--- config.mk ---
export PLATFORM = sky130hd
export DESIGN_NAME = ssel_frame_gen
export DESIGN_NICKNAME = d
export VERILOG_FILES = /design/src/rtl/ssel_pkg.sv /design/src/rtl/ssel_timer.sv /design/src/rtl/ssel_shifter.sv /design/src/rtl/ssel_ctrl.sv /design/src/rtl/ssel_frame_gen.sv
export SDC_FILE = /design/constraint.sdc
export NUM_CORES = 1
export LEC_CHECK = 0
export BUFFER_PORTS_ARGS = -buffer_cell sky130_fd_sc_hd__buf_2
export CAP_MARGIN = 20
export CORE_MARGIN = 1.5
export CORE_UTILIZATION = 50
export DETAILED_ROUTE_END_ITERATION = 8
export GPL_ROUTABILITY_DRIVEN = 0
export HOLD_SLACK_MARGIN = 0.1
export PLACE_DENSITY = 0.76
export SYNTH_ARGS = -nofsm -noshare
export SYNTH_HDL_FRONTEND = slang
export SYNTH_SLANG_ARGS = --single-unit
--- constraint.sdc ---
create_clock -name clk_i -period 7.2 [get_ports clk_i]
set_clock_uncertainty 0.1 [all_clocks]
set_input_delay 0.72 -clock clk_i [delete_from_list [all_inputs] [get_ports clk_i]]
set_output_delay 0.72 -clock clk_i [all_outputs]
set_load 0.02 [all_outputs]
--- src/rtl/ssel_pkg.sv ---
`timescale 1ns/1ps
package ssel_pkg;

   typedef enum logic [2:0] {
      S_IDLE,
      S_LEAD,
      S_HI,
      S_LO,
      S_TRAIL,
      S_SETTLE
   } ssel_state_e;

   // Interval in ns converted to whole system clocks, rounded up, never zero.
   function automatic int unsigned ns_to_cyc(input int unsigned ns, input int unsigned clk_ps);
      int unsigned c;
      c = (ns * 1000 + clk_ps - 1) / clk_ps;
      return (c == 0) ? 1 : c;
   endfunction

   function automatic int unsigned max_u(input int unsigned a, input int unsigned b);
      return (a > b) ? a : b;
   endfunction

endpackage

--- src/rtl/ssel_timer.sv ---
`timescale 1ns/1ps
// Down-counter: after a load of N, expired_o is high in the Nth following cycle.
module ssel_timer #(
   parameter int CNT_W = 8
) (
   input  logic             clk_i,
   input  logic             rst_ni,
   input  logic             load_i,
   input  logic [CNT_W-1:0] load_val_i,
   output logic             expired_o
);

   logic [CNT_W-1:0] cnt_q;

   always_ff @(posedge clk_i or negedge rst_ni) begin
      if (!rst_ni) begin
         cnt_q <= '0;
      end else if (load_i) begin
         cnt_q <= load_val_i - CNT_W'(1);
      end else if (cnt_q != '0) begin
         cnt_q <= cnt_q - CNT_W'(1);
      end
   end

   assign expired_o = (cnt_q == '0);

endmodule

--- src/rtl/ssel_shifter.sv ---
`timescale 1ns/1ps
// MSB-first serializer with a remaining-bit count.
module ssel_shifter #(
   parameter int FRAME_W = 9
) (
   input  logic               clk_i,
   input  logic               rst_ni,
   input  logic               load_i,
   input  logic [FRAME_W-1:0] frame_i,
   input  logic               shift_i,
   output logic               bit_o,
   output logic               last_o
);

   localparam int RW = $clog2(FRAME_W + 1);

   logic [FRAME_W-1:0] sh_q;
   logic [RW-1:0]      rem_q;

   always_ff @(posedge clk_i or negedge rst_ni) begin
      if (!rst_ni) begin
         sh_q  <= '0;
         rem_q <= '0;
      end else if (load_i) begin
         sh_q  <= frame_i;
         rem_q <= RW'(FRAME_W);
      end else if (shift_i) begin
         sh_q  <= {sh_q[FRAME_W-2:0], 1'b0};
         rem_q <= rem_q - RW'(1);
      end
   end

   assign bit_o  = sh_q[FRAME_W-1];
   assign last_o = (rem_q == RW'(1));

endmodule

--- src/rtl/ssel_ctrl.sv ---
`timescale 1ns/1ps
// Sequencer: lead gap, clock phases, trailing gap, select-enable wait.
module ssel_ctrl
   import ssel_pkg::*;
#(
   parameter int          CNT_W      = 8,
   parameter int unsigned LEAD_CYC   = 15,
   parameter int unsigned HI_CYC     = 4,
   parameter int unsigned LO_CYC     = 4,
   parameter int unsigned TRAIL_REM  = 46,
   parameter int unsigned SETTLE_CYC = 70
) (
   input  logic             clk_i,
   input  logic             rst_ni,
   input  logic             req_valid_i,
   input  logic             tmr_expired_i,
   input  logic             last_bit_i,
   output logic             req_ready_o,
   output logic             tmr_load_o,
   output logic [CNT_W-1:0] tmr_val_o,
   output logic             frame_load_o,
   output logic             frame_shift_o,
   output logic             strobe_no,
   output logic             sclk_o,
   output logic             data_en_o,
   output logic             done_o
);

   ssel_state_e st_q, st_d;
   logic        accept;

   assign req_ready_o  = (st_q == S_IDLE);
   assign accept       = req_ready_o && req_valid_i;
   assign frame_load_o = accept;

   always_comb begin
      st_d          = st_q;
      tmr_load_o    = 1'b0;
      tmr_val_o     = '0;
      frame_shift_o = 1'b0;
      unique case (st_q)
         S_IDLE: begin
            if (accept) begin
               st_d       = S_LEAD;
               tmr_load_o = 1'b1;
               tmr_val_o  = CNT_W'(LEAD_CYC);
            end
         end
         S_LEAD, S_LO: begin
            if (tmr_expired_i) begin
               st_d       = S_HI;
               tmr_load_o = 1'b1;
               tmr_val_o  = CNT_W'(HI_CYC);
            end
         end
         S_HI: begin
            if (tmr_expired_i) begin
               tmr_load_o = 1'b1;
               if (last_bit_i) begin
                  st_d      = S_TRAIL;
                  tmr_val_o = CNT_W'(TRAIL_REM);
               end else begin
                  st_d          = S_LO;
                  tmr_val_o     = CNT_W'(LO_CYC);
                  frame_shift_o = 1'b1;
               end
            end
         end
         S_TRAIL: begin
            if (tmr_expired_i) begin
               st_d       = S_SETTLE;
               tmr_load_o = 1'b1;
               tmr_val_o  = CNT_W'(SETTLE_CYC);
            end
         end
         S_SETTLE: begin
            if (tmr_expired_i) st_d = S_IDLE;
         end
         default: st_d = S_IDLE;
      endcase
   end

   always_ff @(posedge clk_i or negedge rst_ni) begin
      if (!rst_ni) begin
         st_q      <= S_IDLE;
         strobe_no <= 1'b1;
         sclk_o    <= 1'b0;
         data_en_o <= 1'b0;
         done_o    <= 1'b0;
      end else begin
         st_q      <= st_d;
         strobe_no <= !(st_d inside {S_LEAD, S_HI, S_LO, S_TRAIL});
         data_en_o <=  (st_d inside {S_LEAD, S_HI, S_LO, S_TRAIL});
         sclk_o    <= (st_d == S_HI);
         done_o    <= (st_q == S_SETTLE) && (st_d == S_IDLE);
      end
   end

endmodule

--- src/rtl/ssel_frame_gen.sv ---
`timescale 1ns/1ps
module ssel_frame_gen
   import ssel_pkg::*;
#(
   parameter int          CHASSIS_W = 5,
   parameter int          SLOT_W    = 4,
   parameter int unsigned CLK_PS    = 5000,
   parameter int unsigned LEAD_NS   = 75,
   parameter int unsigned TRAIL_NS  = 250,
   parameter int unsigned SETTLE_NS = 350,
   parameter int unsigned SCLK_HI   = 4,
   parameter int unsigned SCLK_LO   = 4
) (
   input  logic                 clk_i,
   input  logic                 rst_ni,
   input  logic                 req_valid_i,
   output logic                 req_ready_o,
   input  logic [CHASSIS_W-1:0] req_chassis_i,
   input  logic [SLOT_W-1:0]    req_slot_i,
   output logic                 done_o,
   output logic                 strobe_no,
   output logic                 sclk_o,
   output logic                 sdata_o
);

   localparam int          FRAME_W    = CHASSIS_W + SLOT_W;
   localparam int unsigned LEAD_CYC   = ns_to_cyc(LEAD_NS, CLK_PS);
   localparam int unsigned TRAIL_CYC  = ns_to_cyc(TRAIL_NS, CLK_PS);
   localparam int unsigned SETTLE_CYC = ns_to_cyc(SETTLE_NS, CLK_PS);
   // The last high phase counts toward the trailing gap.
   localparam int unsigned TRAIL_REM  = (TRAIL_CYC > SCLK_HI) ? TRAIL_CYC - SCLK_HI : 1;
   localparam int unsigned MAX_CYC    = max_u(max_u(LEAD_CYC, TRAIL_REM),
                                              max_u(SETTLE_CYC, max_u(SCLK_HI, SCLK_LO)));
   localparam int          CNT_W      = $clog2(MAX_CYC + 1);

   generate
      if (CHASSIS_W < 1 || SLOT_W < 1) begin : g_bad_fields
         $error("ssel_frame_gen: address fields must be at least one bit wide");
      end
      if (FRAME_W < 2) begin : g_bad_frame
         $error("ssel_frame_gen: frame must hold at least two bits");
      end
      if (SCLK_HI < 1 || SCLK_LO < 1) begin : g_bad_phase
         $error("ssel_frame_gen: serial clock phases must be at least one cycle");
      end
      if (CLK_PS < 1) begin : g_bad_clk
         $error("ssel_frame_gen: clock period must be positive");
      end
   endgenerate

   logic               tmr_load, tmr_expired;
   logic [CNT_W-1:0]   tmr_val;
   logic               frame_load, frame_shift, frame_bit, last_bit, data_en;
   logic [FRAME_W-1:0] frame;

   assign frame = {req_chassis_i, req_slot_i};

   ssel_ctrl #(
      .CNT_W     (CNT_W),
      .LEAD_CYC  (LEAD_CYC),
      .HI_CYC    (SCLK_HI),
      .LO_CYC    (SCLK_LO),
      .TRAIL_REM (TRAIL_REM),
      .SETTLE_CYC(SETTLE_CYC)
   ) u_ctrl (
      .clk_i        (clk_i),
      .rst_ni       (rst_ni),
      .req_valid_i  (req_valid_i),
      .tmr_expired_i(tmr_expired),
      .last_bit_i   (last_bit),
      .req_ready_o  (req_ready_o),
      .tmr_load_o   (tmr_load),
      .tmr_val_o    (tmr_val),
      .frame_load_o (frame_load),
      .frame_shift_o(frame_shift),
      .strobe_no    (strobe_no),
      .sclk_o       (sclk_o),
      .data_en_o    (data_en),
      .done_o       (done_o)
   );

   ssel_timer #(.CNT_W(CNT_W)) u_timer (
      .clk_i     (clk_i),
      .rst_ni    (rst_ni),
      .load_i    (tmr_load),
      .load_val_i(tmr_val),
      .expired_o (tmr_expired)
   );

   ssel_shifter #(.FRAME_W(FRAME_W)) u_shift (
      .clk_i  (clk_i),
      .rst_ni (rst_ni),
      .load_i (frame_load),
      .frame_i(frame),
      .shift_i(frame_shift),
      .bit_o  (frame_bit),
      .last_o (last_bit)
   );

   assign sdata_o = data_en & frame_bit;

endmodule

==> out/metrics.yaml, run 1 <==
syn_area_per_cell_sq_um: 8.95
drive_gt1_share_pct: 16.2
overflow: 0
yosysSeqAreaShare_pct: 47.0
diodes: 0
grt_pass1_wl_microns: 5240
arrival_ns: 2.78
clk_root_buffer_cell: "clkbuf_4"
design.core.area_sq_mm: 0.00273
crit_path_start_kind: "register"
drv_slew: 0
post_drt_via_cell_ratio: 6.08
pwr-share-seq_pct: 50.8
synth-seq-cells: 27
cpPeakStageDelay_ns: 0.58
area_delta_synth_final_pct: 8.42
cp_top_family: "simple AND/OR/NAND/NOR gates"
p_per_area_mw_per_mm2: 330
worstHoldPathType: "input pin to asynchronous set/reset pin"
start_util_pct: 52.7
drc: 0
post_cts_buffers: 0
netlist_instances: 161
finalWirelength_microns: 3110
slew_headroom_pct: 54.7
clock.fmax_ghz: 0.376
insertion_delay_ns: 0.32
vias: 1241
grt_usage_pct: 20.7
htree_levels: 1
cts_tree: "built"
intPower_mw: 0.309
crit_required_ns: 7.33
grt_pass1_vias: 1212
layout_common_cells: "dfrtp_1 (26), nor2_1 (16), o21ai_0 (16), buf_2 (16), nand3_1 (14)"
port_buffers: 16
synth_edf_count: 0
power.switching_mw: 0.206
ys.flop_type: "dfrtp_1"
rsz0062_at_grt: "no"
power_mw: 0.515
grt_util_met2_pct: 33.9
rrSetupSlack_ns: 4.54
use_met3_pct: 3.46
synth_compound_area_share_pct: 20.7
p_leak_nw: 0.641
die_h_microns: 56.7
synth_nets: 176
power_frac_comb_pct: 36.7
antenna_found_initial: 0
setup_violations: 0
nets: 189
end_kind: "register"
cap_violations: 0
ant_nets: 0
cts_buffers: 3
cp_max_fo: 15
yosys_warnings: 0
synthMuxAreaShare_pct: 2.08
crit_buf_inv: 0
drt_first_pass_iters: 4
finalCritPeriodShare_pct: 36.9
die_area_sq_mm: 0.00321
hold_viol_final: 0
fin_setup_tns_ns: 0
synthSimpleGateAreaFrac_pct: 24.1
status: "finished clean"
final_common_cell: "dfrtp_1"
synth_top_family_by_area: "simple AND/OR/NAND/NOR gates"
routedWlPerCell_microns: 15.2
period_needed_ns: 2.66
p_clk_share_pct: 12.4
postCtsHoldBufs: 0
synth_xor_xnor_area_share_pct: 0
cp_cell_sequence: "or4_4, or3_4, a21oi_1, nor3_1, ha_1, nand2b_1, or4_1, nand3_1, a21o_1"
die_x_microns: 56.7
synth_fa_ha_area_share_pct: 2.60
detailed_place_hpwl_microns: 2170
final_util_pct: 57.2
row_count: 19
busiest_layer: "met2"
cts.clk_slew.worst_paths_ns: 0.14
async_flop_share_pct: 100
grt_max_degree: 28
crit_path_top_delay_cell: "or4_4"
post_cts_resized: 0
vdd_drop_max_v: 0.000216
cts_sinks: 27
drt_iter0_drc: 37
clockBufferDepth: 2
io_pins: 17
tightest_slew_ns: 0.677
met1_usage_pct: 28.2
p_sw_share_pct: 40.0
synth_cell_type_count: 38
synth_area_sq_mm: 0.00144
worst-setup-path-type: "register to register"
[per-layer routing]
metal,vias up,share of wire [%]
met5,-,0
met4,0,1.8
met3,6,3.8
met2,32,47
met1,588,47
li1,615,-
[logic make-up (layout without fill, tap and decap cells)]
logic type / count (synthesis) / count (layout)
AOI/OAI and AO/OA: 49 / 49
adders and majority gates: 3 / 3
buffers and inverters: 13 / 25
DFF: 27 / 27
muxes: 3 / 3
and+or+nand+nor: 66 / 66
[final cells by class]
class / instances / area [sq um]
clock inverter: 1 / 5.00
fill: 246 / 1170
clock buffer: 3 / 22.5
inverter: 3 / 11.3
sequential: 27 / 677
timing repair buffer: 18 / 95.1
tap: 31 / 38.8
multi-input combinational: 121 / 713
[Yosys cell counts (2+ instances only)]
library cell	count	area, sq um
dfrtp_1	26	651
nor2_1	16	60.1
o21ai_0	16	80.1
nand3_1	14	70.1
a21oi_1	9	45.0
a31oi_1	9	56.3
clkbuf_1	8	30.0
nand2_1	8	30.0
nor3_1	8	40.0
o31ai_1	4	30.0
ha_1	3	37.5
inv_1	3	11.3
mux2i_1	3	30.0
nand2b_1	3	18.8
or3_1	3	18.8
a21boi_0	2	15.0
and2_1	2	12.5
buf_2	2	10.0
nor2b_1	2	12.5
or3b_2	2	17.5
[through the flow]
step	cell area (sq um)	hold WS, ns	setup slack (ns)	cells
floorplan	1440	0.324	4.63	161
global placement	1540	0.400	4.65	200
detailed placement	1540	0.413	4.59	200
CTS	1560	0.288	4.56	204
global route	1560	0.301	4.41	204
finish	1560	0.284	4.54	204
[power groups by stage]
| stage | clock network, mW | registers [mW] | logic (mW) |
|---|---|---|---|
| final | 0.0639 | 0.262 | 0.189 |
| after detailed placement | 0 | 0.264 | 0.190 |
| after global routing | 0.0738 | 0.271 | 0.216 |
| after CTS | 0.0681 | 0.261 | 0.191 |
| after floorplan | 0 | 0.244 | 0.157 |
| after global placement | 0 | 0.258 | 0.183 |
[worst reg2reg max path: stages, from the launching register on]
cell      delay [ns]
dfrtp_1         0.45
or4_4           0.58
or3_4           0.48
a21oi_1         0.15
nor3_1          0.07
ha_1            0.23
nand2b_1        0.11
or4_1           0.14
nand3_1         0.08
a21o_1          0.19
[final timing paths]
path | start | endpoint | depth (start not counted)
min in group clk_i | u_timer.cnt_q[0] | u_timer.cnt_q[0] | 1
setup reg to reg | u_timer.cnt_q[5] | u_timer.cnt_q[6] | 9
hold / removal | rst_ni | u_shift.rem_q[2] | 1
hold reg to reg | u_timer.cnt_q[0] | u_timer.cnt_q[0] | 1
setup / recovery | u_timer.cnt_q[5] | u_timer.cnt_q[6] | 9
max in group asynchronous | rst_ni | u_shift.sh_q[0] | 1
[state kept, by name (all words and copies together) (netlist names)]
register          count
u_shift.sh_q          9
u_timer.cnt_q         7
u_shift.rem_q         4
u_ctrl.st_q           3
u_ctrl.data_en_o      1
u_ctrl.done_o         1
u_ctrl.sclk_o         1
u_ctrl.strobe_no      1
No activity file was read; power rests on OpenSTA's default activity.
==> run 2: changes to the inputs <==
Settings changed: ABC_AREA set to 1, PLACE_DENSITY 0.76 to 0.78.
Clock period 7.2 ns to 2.4 ns, I/O delays scaled along.
==> run 2 against run 1 <==
Against the previous run: the flow now finishes with violations (DRC); final cell count grew 20%; global-route usage shrank 3.0 points; sequential power grew to 2.7 times the previous value; worst hold slack gained 0.052 ns; flip-flop and latch count is the same; critical endpoint unchanged; largest cell class unchanged; largest power group is now combinational cells.
==> out/metrics.yaml, run 2 <==
finalWirelength_microns: 2670
fin_ws_ns: 0.336
cts_tree: "built"
intPower_mw: 0.995
worstHoldPathType: "input pin to asynchronous set/reset pin"
cap_violations: 0
syn_area_per_cell_sq_um: 8.21
routedWlPerCell_microns: 11.0
vdd_drop_max_v: 0.000558
ys.flop_type: "dfrtp_1"
final_common_cell: "nand2_1"
power_frac_comb_pct: 47.4
async_flop_share_pct: 100
clk_root_buffer_cell: "clkbuf_4"
p_clk_share_pct: 11.0
grt_max_degree: 28
die_h_microns: 58.3
post_drt_via_cell_ratio: 5.00
cts.clk_slew.worst_paths_ns: 0.14
port_buffers: 16
die_x_microns: 58.3
grt_usage_pct: 17.7
cts_buffers: 3
clock.fmax_ghz: 0.484
grt_pass1_vias: 1106
vias: 1219
violations: "DRC"
top_register: "u_shift.sh_q"
overflow: 0
arrival_ns: 2.23
worstSetupStartpoint: "u_ctrl.st_q[0]"
synth_top_cell_by_area: "dfrtp_1"
post_cts_buffers: 0
synth_most_common_cell: "nand2_1"
layout_common_cells: "nand2_1 (32), inv_1 (30), dfrtp_1 (26)"
whs_ns: 0.336
clockBufferDepth: 2
synth_cell_type_count: 31
yosysSeqAreaShare_pct: 44.3
ant_nets: 0
r2r_start: "u_ctrl.st_q[0]"
area_delta_synth_final_pct: 14.4
power.switching_mw: 0.731
htree_levels: 1
p_sw_share_pct: 42.3
status: "finished, violations left"
crit_required_ns: 2.56
end_kind: "register"
nets: 229
tightest_slew_ns: 0.589
p_leak_nw: 0.899
netlist_instances: 186
rsz0062_at_grt: "no"
setup_violations: 0
design.core.area_sq_mm: 0.00283
synth_edf_count: 0
synth-seq-cells: 27
drv_slew: 0
drive_gt1_share_pct: 22.5
drt_first_pass_iters: 7
start_util_pct: 54.0
fin_setup_tns_ns: 0
p_per_area_mw_per_mm2: 988
io_pins: 17
pre_cts_ws_ns: 0.341
row_count: 19
period_needed_ns: 2.06
synth_area_sq_mm: 0.00153
final_util_pct: 61.8
drt_iter0_drc: 79
finalCritPeriodShare_pct: 86.0
reg.largest.list: "u_shift.sh_q x9, u_timer.cnt_q x7, u_shift.rem_q x4"
insertion_delay_ns: 0.32
slew_headroom_pct: 60.7
cts_sinks: 27
synthTopCellsByCount: "nand2_1 (32), inv_1 (30), dfrtp_1 (26), nor2_1 (14), nand3_1 (11)"
detailed_place_hpwl_microns: 1910
timing.rr.end: "u_timer.cnt_q[6]"
rrSetupSlack_ns: 0.34
pwr-share-seq_pct: 41.6
antenna_found_initial: 0
worst-setup-path-type: "register to register"
largest_reg_flops: 9
hold_viol_final: 0
yosysTopAreaCellShare_pct: 42.6
crit_path_start_kind: "register"
die_area_sq_mm: 0.00340
diodes: 0
grt_pass1_wl_microns: 4650
yosys_warnings: 0
drc: 3
synth_nets: 201
cp_max_fo: 11
rr_worst_depth: 12
synth.area.top_cells: "dfrtp_1 (43%), nand2_1 (7.9%), inv_1 (7.4%)"
-- run 2: worst max-delay path, cell delays in order, from the launching register on --
cell     delay (ns)
dfrtp_1        0.51
nor3_4         0.23
nand2_2        0.22
nand2_4        0.14
nor2_2         0.05
nor2_4         0.15
ha_1           0.22
nand2_1        0.07
nor2_1         0.08
nand2_1        0.07
nand2_1        0.05
nand2_1        0.04
nor2_1         0.08
-- run 2: cell families after synthesis --
kind of cell    after synthesis  share of synthesized area (%)
xor+xnor                      2                           1.15
fa+ha+maj                     3                           2.46
buf+inv                      40                           11.0
compound gates               28                           10.3
flops                        27                           44.3
simple gates                 86                           30.8
-- run 2: repair_timing --
action | CTS | global route
setup endpoints to repair | 0 | 0
hold endpoints to repair | 35 | 0
hold buffers | 10 | 0
gates resized for setup | 0 | 0
-- run 2: area by class of cell --
type	instances	area, sq um
fill	230	1080
inverter	36	135
sequential	27	677
multi-input combinational	119	683
clock buffer	4	26.3
tap	31	38.8
timing repair buffer	27	188
-- run 2: power groups by stage --
| stage | sequential [mW] | clock, mW | combinational (mW) |
|---|---|---|---|
| after floorplan | 0.720 | 0 | 0.670 |
| after global placement | 0.726 | 0 | 0.806 |
| after detailed placement | 0.729 | 0 | 0.814 |
| after global routing | 0.735 | 0.221 | 0.949 |
| final | 0.718 | 0.190 | 0.819 |
| after CTS | 0.718 | 0.203 | 0.830 |
-- run 2: metrics by stage --
| step | power, mW | instances | instance area [sq um] |
|---|---|---|---|
| 2_1_floorplan | 1.39 | 186 | 1530 |
| 3_3_place_gp | 1.53 | 230 | 1620 |
| 3_5_place_dp | 1.54 | 230 | 1620 |
| 4_1_cts | 1.75 | 244 | 1750 |
| 5_1_grt | 1.90 | 244 | 1750 |
| 6_report | 1.73 | 244 | 1750 |
-- run 2: worst max path at each step --
stage | to | slack [ns] | cells past startpoint
floorplan | u_timer.cnt_q[6] | 0.38 | 12
CTS | u_timer.cnt_q[6] | 0.31 | 12
global placement | u_timer.cnt_q[6] | 0.37 | 11
finish | u_timer.cnt_q[6] | 0.34 | 12
detailed placement | u_timer.cnt_q[6] | 0.34 | 11
global route | u_timer.cnt_q[6] | 0.10 | 12
-- run 2: metal layers --
layer  global-route usage [%]  vias to the layer above  wire [microns]
met5                        0                        -               0
met3                     2.68                        2              74
met4                     6.98                        0              19
met1                     24.7                      561            1360
li1                         -                      640               -
met2                     27.8                       16            1220
